File: config.mk
export PLATFORM = sky130hd
export DESIGN_NAME = uart_rx_lsr
export DESIGN_NICKNAME = d
export VERILOG_FILES = /design/src/rtl/uart_rx_pkg.sv /design/src/rtl/uart_rx_sync.sv /design/src/rtl/uart_rx_frame.sv /design/src/rtl/uart_rx_status.sv /design/src/rtl/uart_rx_lsr.sv
export SDC_FILE = /design/constraint.sdc
export NUM_CORES = 1
export LEC_CHECK = 0
export ABC_AREA = 1
export BUFFER_PORTS_ARGS = -buffer_cell sky130_fd_sc_hd__buf_2
export CORE_ASPECT_RATIO = 0.5
export CORE_MARGIN = 3
export CORE_UTILIZATION = 35
export CTS_CLUSTER_DIAMETER = 100
export DETAILED_ROUTE_END_ITERATION = 16
export GPL_TIMING_DRIVEN = 0
export SLEW_MARGIN = 20
export SYNTH_ARGS = -nofsm -noshare
export SYNTH_HDL_FRONTEND = slang
export SYNTH_SLANG_ARGS = --single-unit
export TNS_END_PERCENT = 5
File: constraint.sdc
create_clock -name clk -period 1.93 [get_ports clk]
set_input_delay 0.0965 -clock clk [delete_from_list [all_inputs] [get_ports clk]]
set_output_delay 0.0965 -clock clk [all_outputs]
set_load 0.01 [all_outputs]
File: src/rtl/uart_rx_pkg.sv
package uart_rx_pkg;
  localparam int unsigned DW = 8;

  localparam int unsigned ST_DR = 0;
  localparam int unsigned ST_OE = 1;
  localparam int unsigned ST_PE = 2;
  localparam int unsigned ST_FE = 3;
  localparam int unsigned ST_BI = 4;

  typedef enum logic [2:0] {
    S_IDLE, S_START, S_DATA, S_PAR, S_STOP, S_HOLD
  } rx_state_t;

  // index of the final data bit for a word length code (5..8 bits)
  function automatic logic [2:0] last_bit_idx(input logic [1:0] wl);
    return {1'b0, wl} + 3'd4;
  endfunction

  // bits enter at the top of the shifter; short words need a right shift
  function automatic logic [DW-1:0] align_word(input logic [DW-1:0] sh, input logic [1:0] wl);
    return sh >> (3'd3 - {1'b0, wl});
  endfunction

  function automatic logic parity_bit(input logic [DW-1:0] d, input logic even);
    return even ? ^d : ~(^d);
  endfunction
endpackage

File: src/rtl/uart_rx_sync.sv
module uart_rx_sync #(
  parameter int unsigned STAGES = 2
) (
  input  logic clk,
  input  logic rst_n,
  input  logic din,
  output logic dout
);
  logic [STAGES-1:0] pipe;

  always_ff @(posedge clk or negedge rst_n) begin
    if (!rst_n) pipe <= '1;
    else        pipe <= {pipe[STAGES-2:0], din};
  end

  assign dout = pipe[STAGES-1];
endmodule

File: src/rtl/uart_rx_frame.sv
module uart_rx_frame
  import uart_rx_pkg::*;
#(
  parameter int unsigned OVS = 16
) (
  input  logic          clk,
  input  logic          rst_n,
  input  logic          tick,
  input  logic          rxd,
  input  logic [1:0]    cfg_wlen,
  input  logic          cfg_par_en,
  input  logic          cfg_par_even,
  input  logic          cfg_stop2,
  output logic          frame_done,
  output logic [DW-1:0] f_data,
  output logic          f_pe,
  output logic          f_fe,
  output logic          f_brk,
  output logic          line_held
);
  localparam int unsigned CW = $clog2(OVS);
  localparam logic [CW-1:0] CNT_FULL = CW'(OVS - 1);
  localparam logic [CW-1:0] CNT_HALF = CW'(OVS / 2 - 1);

  rx_state_t     st;
  logic [CW-1:0] cnt;
  logic [2:0]    bidx;
  logic [DW-1:0] sh;
  logic          pbit, stop_bad, all_low, sidx;
  logic [DW-1:0] word;
  logic          at_bit;

  assign word   = align_word(sh, cfg_wlen);
  assign at_bit = (cnt == CNT_FULL);
  assign line_held = (st == S_HOLD);

  always_ff @(posedge clk or negedge rst_n) begin
    if (!rst_n) begin
      st <= S_IDLE; cnt <= '0; bidx <= '0; sh <= '0; pbit <= 1'b0;
      stop_bad <= 1'b0; all_low <= 1'b0; sidx <= 1'b0;
      frame_done <= 1'b0; f_data <= '0; f_pe <= 1'b0; f_fe <= 1'b0; f_brk <= 1'b0;
    end else begin
      frame_done <= 1'b0;
      if (tick) begin
        case (st)
          S_IDLE: if (!rxd) begin st <= S_START; cnt <= '0; end
          S_START: begin
            if (rxd) st <= S_IDLE;
            else if (cnt == CNT_HALF) begin
              st <= S_DATA; cnt <= '0; bidx <= '0; sh <= '0;
              all_low <= 1'b1; stop_bad <= 1'b0;
            end else cnt <= cnt + 1'b1;
          end
          S_DATA: begin
            cnt <= cnt + 1'b1;
            if (at_bit) begin
              sh <= {rxd, sh[DW-1:1]};
              all_low <= all_low & ~rxd;
              if (bidx == last_bit_idx(cfg_wlen)) begin
                st <= cfg_par_en ? S_PAR : S_STOP; sidx <= 1'b0;
              end else bidx <= bidx + 1'b1;
            end
          end
          S_PAR: begin
            cnt <= cnt + 1'b1;
            if (at_bit) begin
              pbit <= rxd; all_low <= all_low & ~rxd; st <= S_STOP; sidx <= 1'b0;
            end
          end
          S_STOP: begin
            cnt <= cnt + 1'b1;
            if (at_bit) begin
              if (cfg_stop2 && !sidx) begin
                sidx <= 1'b1; stop_bad <= stop_bad | ~rxd; all_low <= all_low & ~rxd;
              end else begin
                frame_done <= 1'b1;
                f_data <= word;
                f_pe   <= cfg_par_en && (pbit != parity_bit(word, cfg_par_even));
                f_fe   <= stop_bad | ~rxd;
                f_brk  <= all_low & ~rxd;
                st     <= rxd ? S_IDLE : S_HOLD;
              end
            end
          end
          S_HOLD: if (rxd) st <= S_IDLE;
          default: st <= S_IDLE;
        endcase
      end
    end
  end
endmodule

File: src/rtl/uart_rx_status.sv
module uart_rx_status
  import uart_rx_pkg::*;
(
  input  logic          clk,
  input  logic          rst_n,
  input  logic          frame_done,
  input  logic [DW-1:0] f_data,
  input  logic          f_pe,
  input  logic          f_fe,
  input  logic          f_brk,
  input  logic          line_held,
  input  logic          rd_data,
  input  logic          rd_stat,
  input  logic          irq_en,
  output logic [DW-1:0] hold,
  output logic [7:0]    status,
  output logic          irq
);
  logic dr, oe, pe, fe, bi;
  logic accept, overrun;

  assign accept  = frame_done && (!dr || rd_data);
  assign overrun = frame_done && dr && !rd_data;

  always_ff @(posedge clk or negedge rst_n) begin
    if (!rst_n) begin
      hold <= '0; dr <= 1'b0; oe <= 1'b0; pe <= 1'b0; fe <= 1'b0; bi <= 1'b0;
    end else begin
      if (accept) hold <= f_data;

      if (accept)       dr <= 1'b1;
      else if (rd_data) dr <= 1'b0;

      if (overrun)      oe <= 1'b1;
      else if (rd_stat) oe <= 1'b0;

      if (accept && f_pe) pe <= 1'b1;
      else if (rd_stat)   pe <= 1'b0;

      if (accept && f_fe) fe <= 1'b1;
      else if (rd_stat)   fe <= 1'b0;

      if (accept && f_brk)              bi <= 1'b1;
      else if (rd_stat && !line_held)   bi <= 1'b0;
    end
  end

  always_comb begin
    status        = '0;
    status[ST_DR] = dr;
    status[ST_OE] = oe;
    status[ST_PE] = pe;
    status[ST_FE] = fe;
    status[ST_BI] = bi;
  end

  assign irq = irq_en && (oe || pe || fe || bi);
endmodule

File: src/rtl/uart_rx_lsr.sv
module uart_rx_lsr
  import uart_rx_pkg::*;
#(
  parameter int unsigned OVS         = 16,
  parameter int unsigned SYNC_STAGES = 2
) (
  input  logic       clk,
  input  logic       rst_n,
  input  logic       sample_en,
  input  logic       rxd,
  input  logic [1:0] cfg_wlen,
  input  logic       cfg_par_en,
  input  logic       cfg_par_even,
  input  logic       cfg_stop2,
  input  logic       lsi_en,
  input  logic       rd_data,
  input  logic       rd_stat,
  output logic [7:0] rx_data,
  output logic [7:0] line_status,
  output logic       lsi_irq
);
  logic          rxd_s;
  logic          frame_done, line_held;
  logic [DW-1:0] f_data;
  logic          f_pe, f_fe, f_brk;

  uart_rx_sync #(.STAGES(SYNC_STAGES)) u_sync (
    .clk(clk), .rst_n(rst_n), .din(rxd), .dout(rxd_s)
  );

  uart_rx_frame #(.OVS(OVS)) u_frame (
    .clk(clk), .rst_n(rst_n), .tick(sample_en), .rxd(rxd_s),
    .cfg_wlen(cfg_wlen), .cfg_par_en(cfg_par_en), .cfg_par_even(cfg_par_even),
    .cfg_stop2(cfg_stop2), .frame_done(frame_done), .f_data(f_data),
    .f_pe(f_pe), .f_fe(f_fe), .f_brk(f_brk), .line_held(line_held)
  );

  uart_rx_status u_status (
    .clk(clk), .rst_n(rst_n), .frame_done(frame_done), .f_data(f_data),
    .f_pe(f_pe), .f_fe(f_fe), .f_brk(f_brk), .line_held(line_held),
    .rd_data(rd_data), .rd_stat(rd_stat), .irq_en(lsi_en),
    .hold(rx_data), .status(line_status), .irq(lsi_irq)
  );
endmodule

==> load_flow_metrics.sql <==
INSERT INTO impl_metrics (metric_group, metric, value, unit) VALUES
('clock_tree', 'resized_gates_after_cts', '0', ''),
('detailed_routing', 'detail_route.wirelength.met1', '2947', 'µm'),
('layout', 'most-common-layout-cells', '97 x sky130_fd_sc_hd__nand2_1, 47 x sky130_fd_sc_hd__dfrtp_1, 34 x sky130_fd_sc_hd__inv_1', ''),
('timing', 'finalClockSkew', '4.495', 'ps'),
('power_and_ir_drop', 'ir_worst_vdd', '0.0004289', 'V'),
('clock_tree', 'post_cts_setup_repair_bufs', '0', ''),
('synth', 'netlist_area', '0.002773', 'mm²'),
('layout', 'postLayoutCoreUtil', '42.71', '%'),
('detailed_routing', 'first_iter_violations', '155', ''),
('power_and_ir_drop', 'static_leakage', '1.651', 'nW'),
('clock_tree', 'cts_made_buffers', '5', ''),
('global_routing', 'grt_overflow', '0', ''),
('global_routing', 'global_route.usage.total', '12.79', '%'),
('floorplan', 'floorplan.rows', '22', ''),
('global_routing', 'first_global_vias', '2003', ''),
('layout', 'area.growth.synth_to_final', '15.75', '%'),
('layout', 'diodes', '0', ''),
('detailed_routing', 'post_drt_wl_per_cell', '11.46', 'µm'),
('timing', 'timing.final.setup_violations', '0', ''),
('synth', 'synth_cells', '337', ''),
('detailed_routing', 'top_signal_layer_used', 'met4', ''),
('synth', 'synth_cell_types', '41', ''),
('worst_setup_path', 'crit_path_cell_trace', 'ha_1, nand2_1, nor2_4, inv_1, nor2_2, nand2_1, buf_2, nand2_1, o21ai_1', ''),
('worst_setup_path', 'path_class', 'reg -> reg', ''),
('worst_setup_path', 'r2r_setup_slack', '200', 'ps'),
('floorplan', 'initial_utilization', '36.90', '%'),
('detailed_routing', 'drcViolationCount', '0', ''),
('global_routing', 'grt_pass1_wl', '9418', 'µm'),
('place', 'port_buffers', '23', ''),
('worst_setup_path', 'cpPeakStageDelay', '370', 'ps'),
('detailed_routing', 'vias', '2225', ''),
('layout', 'drive_gt1_share', '24.40', '%'),
('global_routing', 'largest_net_degree_at_the_start_of_global_routing', '32', ''),
('floorplan', 'floorplan.die.height', '68.94', 'µm'),
('worst_setup_path', 'regToRegEndpoint', 'u_frame.f_fe$_DFFE_PN0P_', ''),
('timing', 'finalCritPeriodShare', '89.71', '%'),
('synth', 'synth-seq-cells', '49', ''),
('floorplan', 'die_w', '131.9', 'µm'),
('worst_setup_path', 'path_common_cell', 'sky130_fd_sc_hd__nand2_1', ''),
('place', 'dpl.cell_count', '471', ''),
('clock_tree', 'clkSinkCount', '49', ''),
('detailed_routing', 'met2RoutedLength', '2316', 'µm'),
('detailed_routing', 'ant_nets', '0', ''),
('timing', 'slew_viol_final', '0', ''),
('timing', 'hold_violations', '0', ''),
('worst_setup_path', 'critPathRequiredTime', '2100', 'ps'),
('run_status', 'outcome', 'completed', ''),
('clock_tree', 'htreeDepth', '2', ''),
('hold_path', 'holdCritPathClass', 'in -> reg', ''),
('detailed_routing', 'wl_met3', '207', 'µm'),
('worst_setup_path', 'timing.critical_path.arrival', '1900', 'ps'),
('worst_setup_path', 'crit_fanout', '10', ''),
('detailed_routing', 'vias_per_std_cell', '4.626', ''),
('synth', 'avgSynthCellArea', '8.227', 'µm²'),
('timing', 'max_freq', '577.6', 'MHz'),
('layout', 'most_common_library_cell_in_the_layout_ignoring_fill_and_taps', 'sky130_fd_sc_hd__nand2_1', ''),
('global_routing', 'number_of_antenna_violations_at_the_first_check_in_global_routing', '0', ''),
('floorplan', 'fp.dieArea', '0.009090', 'mm²'),
('floorplan', 'core_region_area', '0.007515', 'mm²'),
('timing', 'totalNegativeSetupSlack', '0', 'ps'),
('timing', 'fin_crit', '1731', 'ps'),
('worst_setup_path', 'worstSetupEndpointType', 'flip-flop', ''),
('hold_path', 'hp-start', 'rd_stat', ''),
('layout', 'final-instance-count-excl-fill', '481', ''),
('worst_setup_path', 'r2r_start', 'u_frame.cnt[0]$_DFFE_PN0P_', ''),
('clock_tree', 'clock_insertion_delay_worst_skew', '280', 'ps'),
('synth', 'synth.yosys.seq_area_share', '44.31', '%'),
('clock_tree', 'cts_buffer_depth', '2', ''),
('place', 'placement.cell_area', '0.003050', 'mm²'),
('worst_setup_path', 'rr_worst_depth', '9', ''),
('clock_tree', 'cts_tree', 'built', '');
-- worst max-delay path, delay by kind of cell, from the launching register on --
family          cells  cell delay (ps)
simple gates        5              690
fa+ha+maj           1              170
flops               1              370
compound gates      1               60
buf+inv             2              320
-- metrics by stage --
| step | power [W] | hold WS (ps) | setup slack, ps |
|---|---|---|---|
| finish | 0.003125 | 54.18 | 198.6 |
| global route | 0.003377 | 50.91 | 40.84 |
| floorplan | 0.002075 | -199.1 | 403.6 |
| CTS | 0.003164 | 44.26 | 203.1 |
| detailed placement | 0.002303 | 60.40 | 212.2 |
| global placement | 0.002294 | 204.0 | 218.3 |
-- report_power, final --
part / switching, W / internal [W] / total [W]
clock: 0.000366 / 0.000477 / 0.000843
sequential: 0.000109 / 0.00114 / 0.00125
combinational: 0.000676 / 0.000360 / 0.00104
total: 0.00115 / 0.00197 / 0.00313
-- sequential cells by signal, indices dropped and copies added (netlist names) --
signal / count
u_frame.f_data: 8
u_frame.sh: 8
u_status.hold: 8
u_frame.cnt: 4
u_frame.bidx: 3
u_frame.st: 3
u_sync.pipe: 2
u_frame.all_low: 1
u_frame.f_brk: 1
u_frame.f_fe: 1
u_frame.f_pe: 1
u_frame.frame_done: 1
u_frame.pbit: 1
u_frame.sidx: 1
u_frame.stop_bad: 1
u_status.bi: 1
u_status.dr: 1
u_status.fe: 1
u_status.oe: 1
u_status.pe: 1
-- cells in the mapped netlist --
cell type / number / area, µm²
sky130_fd_sc_hd__a21boi_2: 1 / 11.26
sky130_fd_sc_hd__o211ai_1: 1 / 7.510
sky130_fd_sc_hd__nor2_4: 3 / 33.78
sky130_fd_sc_hd__or2_2: 1 / 6.260
sky130_fd_sc_hd__nand4_1: 2 / 12.51
sky130_fd_sc_hd__a21oi_1: 7 / 35.03
sky130_fd_sc_hd__a221oi_1: 1 / 8.760
sky130_fd_sc_hd__o21ai_2: 1 / 8.760
sky130_fd_sc_hd__buf_4: 10 / 75.07
sky130_fd_sc_hd__nor2_1: 8 / 30.03
sky130_fd_sc_hd__a21oi_2: 1 / 8.760
sky130_fd_sc_hd__o21ai_1: 13 / 65.06
sky130_fd_sc_hd__o2111ai_1: 1 / 8.760
sky130_fd_sc_hd__buf_6: 4 / 45.04
sky130_fd_sc_hd__o21ai_0: 11 / 55.05
sky130_fd_sc_hd__dfstp_2: 2 / 52.55
sky130_fd_sc_hd__o21ai_4: 1 / 16.27
sky130_fd_sc_hd__nand3_4: 1 / 17.52
sky130_fd_sc_hd__inv_2: 6 / 22.52
sky130_fd_sc_hd__o21a_1: 1 / 7.510
sky130_fd_sc_hd__conb_1: 1 / 3.750
sky130_fd_sc_hd__o31ai_2: 1 / 12.51
sky130_fd_sc_hd__dfrtp_1: 47 / 1176
sky130_fd_sc_hd__nand3_2: 4 / 40.04
sky130_fd_sc_hd__nor2_2: 3 / 18.77
sky130_fd_sc_hd__buf_2: 3 / 15.01
sky130_fd_sc_hd__inv_1: 34 / 127.6
sky130_fd_sc_hd__a32o_1: 1 / 10.01
sky130_fd_sc_hd__nand2_1: 97 / 364.1
sky130_fd_sc_hd__nand4_4: 1 / 21.27
sky130_fd_sc_hd__xor2_1: 1 / 8.760
sky130_fd_sc_hd__o22ai_1: 11 / 68.82
sky130_fd_sc_hd__nand2_4: 2 / 22.52
sky130_fd_sc_hd__xnor2_1: 1 / 8.760
sky130_fd_sc_hd__nand2_2: 6 / 37.54
sky130_fd_sc_hd__mux2_2: 8 / 90.09
sky130_fd_sc_hd__nand3_1: 32 / 160.2
sky130_fd_sc_hd__ha_1: 2 / 25.02
sky130_fd_sc_hd__inv_4: 1 / 6.260
sky130_fd_sc_hd__nor3_1: 3 / 15.01
sky130_fd_sc_hd__a31oi_1: 2 / 12.51
-- worst max path at each step --
stage / start / slack [ps] / cells past startpoint / endpoint
CTS: u_frame.cnt[0]$_DFFE_PN0P_ / 200 / 9 / u_frame.f_fe$_DFFE_PN0P_
global placement: u_frame.cnt[0]$_DFFE_PN0P_ / 220 / 9 / u_frame.f_brk$_DFFE_PN0P_
global route: u_frame.st[0]$_DFFE_PN0P_ / 40 / 9 / u_frame.f_fe$_DFFE_PN0P_
floorplan: u_frame.cnt[0]$_DFFE_PN0P_ / 400 / 10 / u_frame.bidx[1]$_DFFE_PN0P_
detailed placement: u_frame.cnt[0]$_DFFE_PN0P_ / 210 / 9 / u_frame.f_fe$_DFFE_PN0P_
finish: u_frame.cnt[0]$_DFFE_PN0P_ / 200 / 9 / u_frame.f_fe$_DFFE_PN0P_
-- logic make-up after synthesis --
kind of cell | count (synthesis) | share of synthesized area [%]
AND/OR/NAND/NOR | 163 | 28.11
adder cells (fa/ha/maj) | 2 | 0.9024
other | 1 | 0.1352
AO/OA/AOI/OAI | 54 | 12.14
buffers and inverters | 58 | 10.51
XOR/XNOR | 2 | 0.6319
flip-flops | 49 | 44.31
multiplexers | 8 | 3.249
-- area by class of cell --
cell class | instances | area, µm²
Sequential cell | 49 | 1229
Fill cell | 756 | 4305
Timing Repair Buffer | 26 | 155.1
Inverter | 41 | 156.4
Multi-Input combinational cell | 232 | 1260
Clock buffer | 6 | 128.9
Tap cell | 108 | 135.1
Clock inverter | 2 | 10.01
Buffer | 17 | 135.1
-- routing by layer --
metal | global-route usage [%] | vias up
met4 | 1.571 | 0
met5 | 0 | -
met2 | 20.47 | 36
met1 | 18.24 | 1014
met3 | 3.043 | 4
li1 | - | 1171
Note: power is estimated with default switching activity, not from simulation.
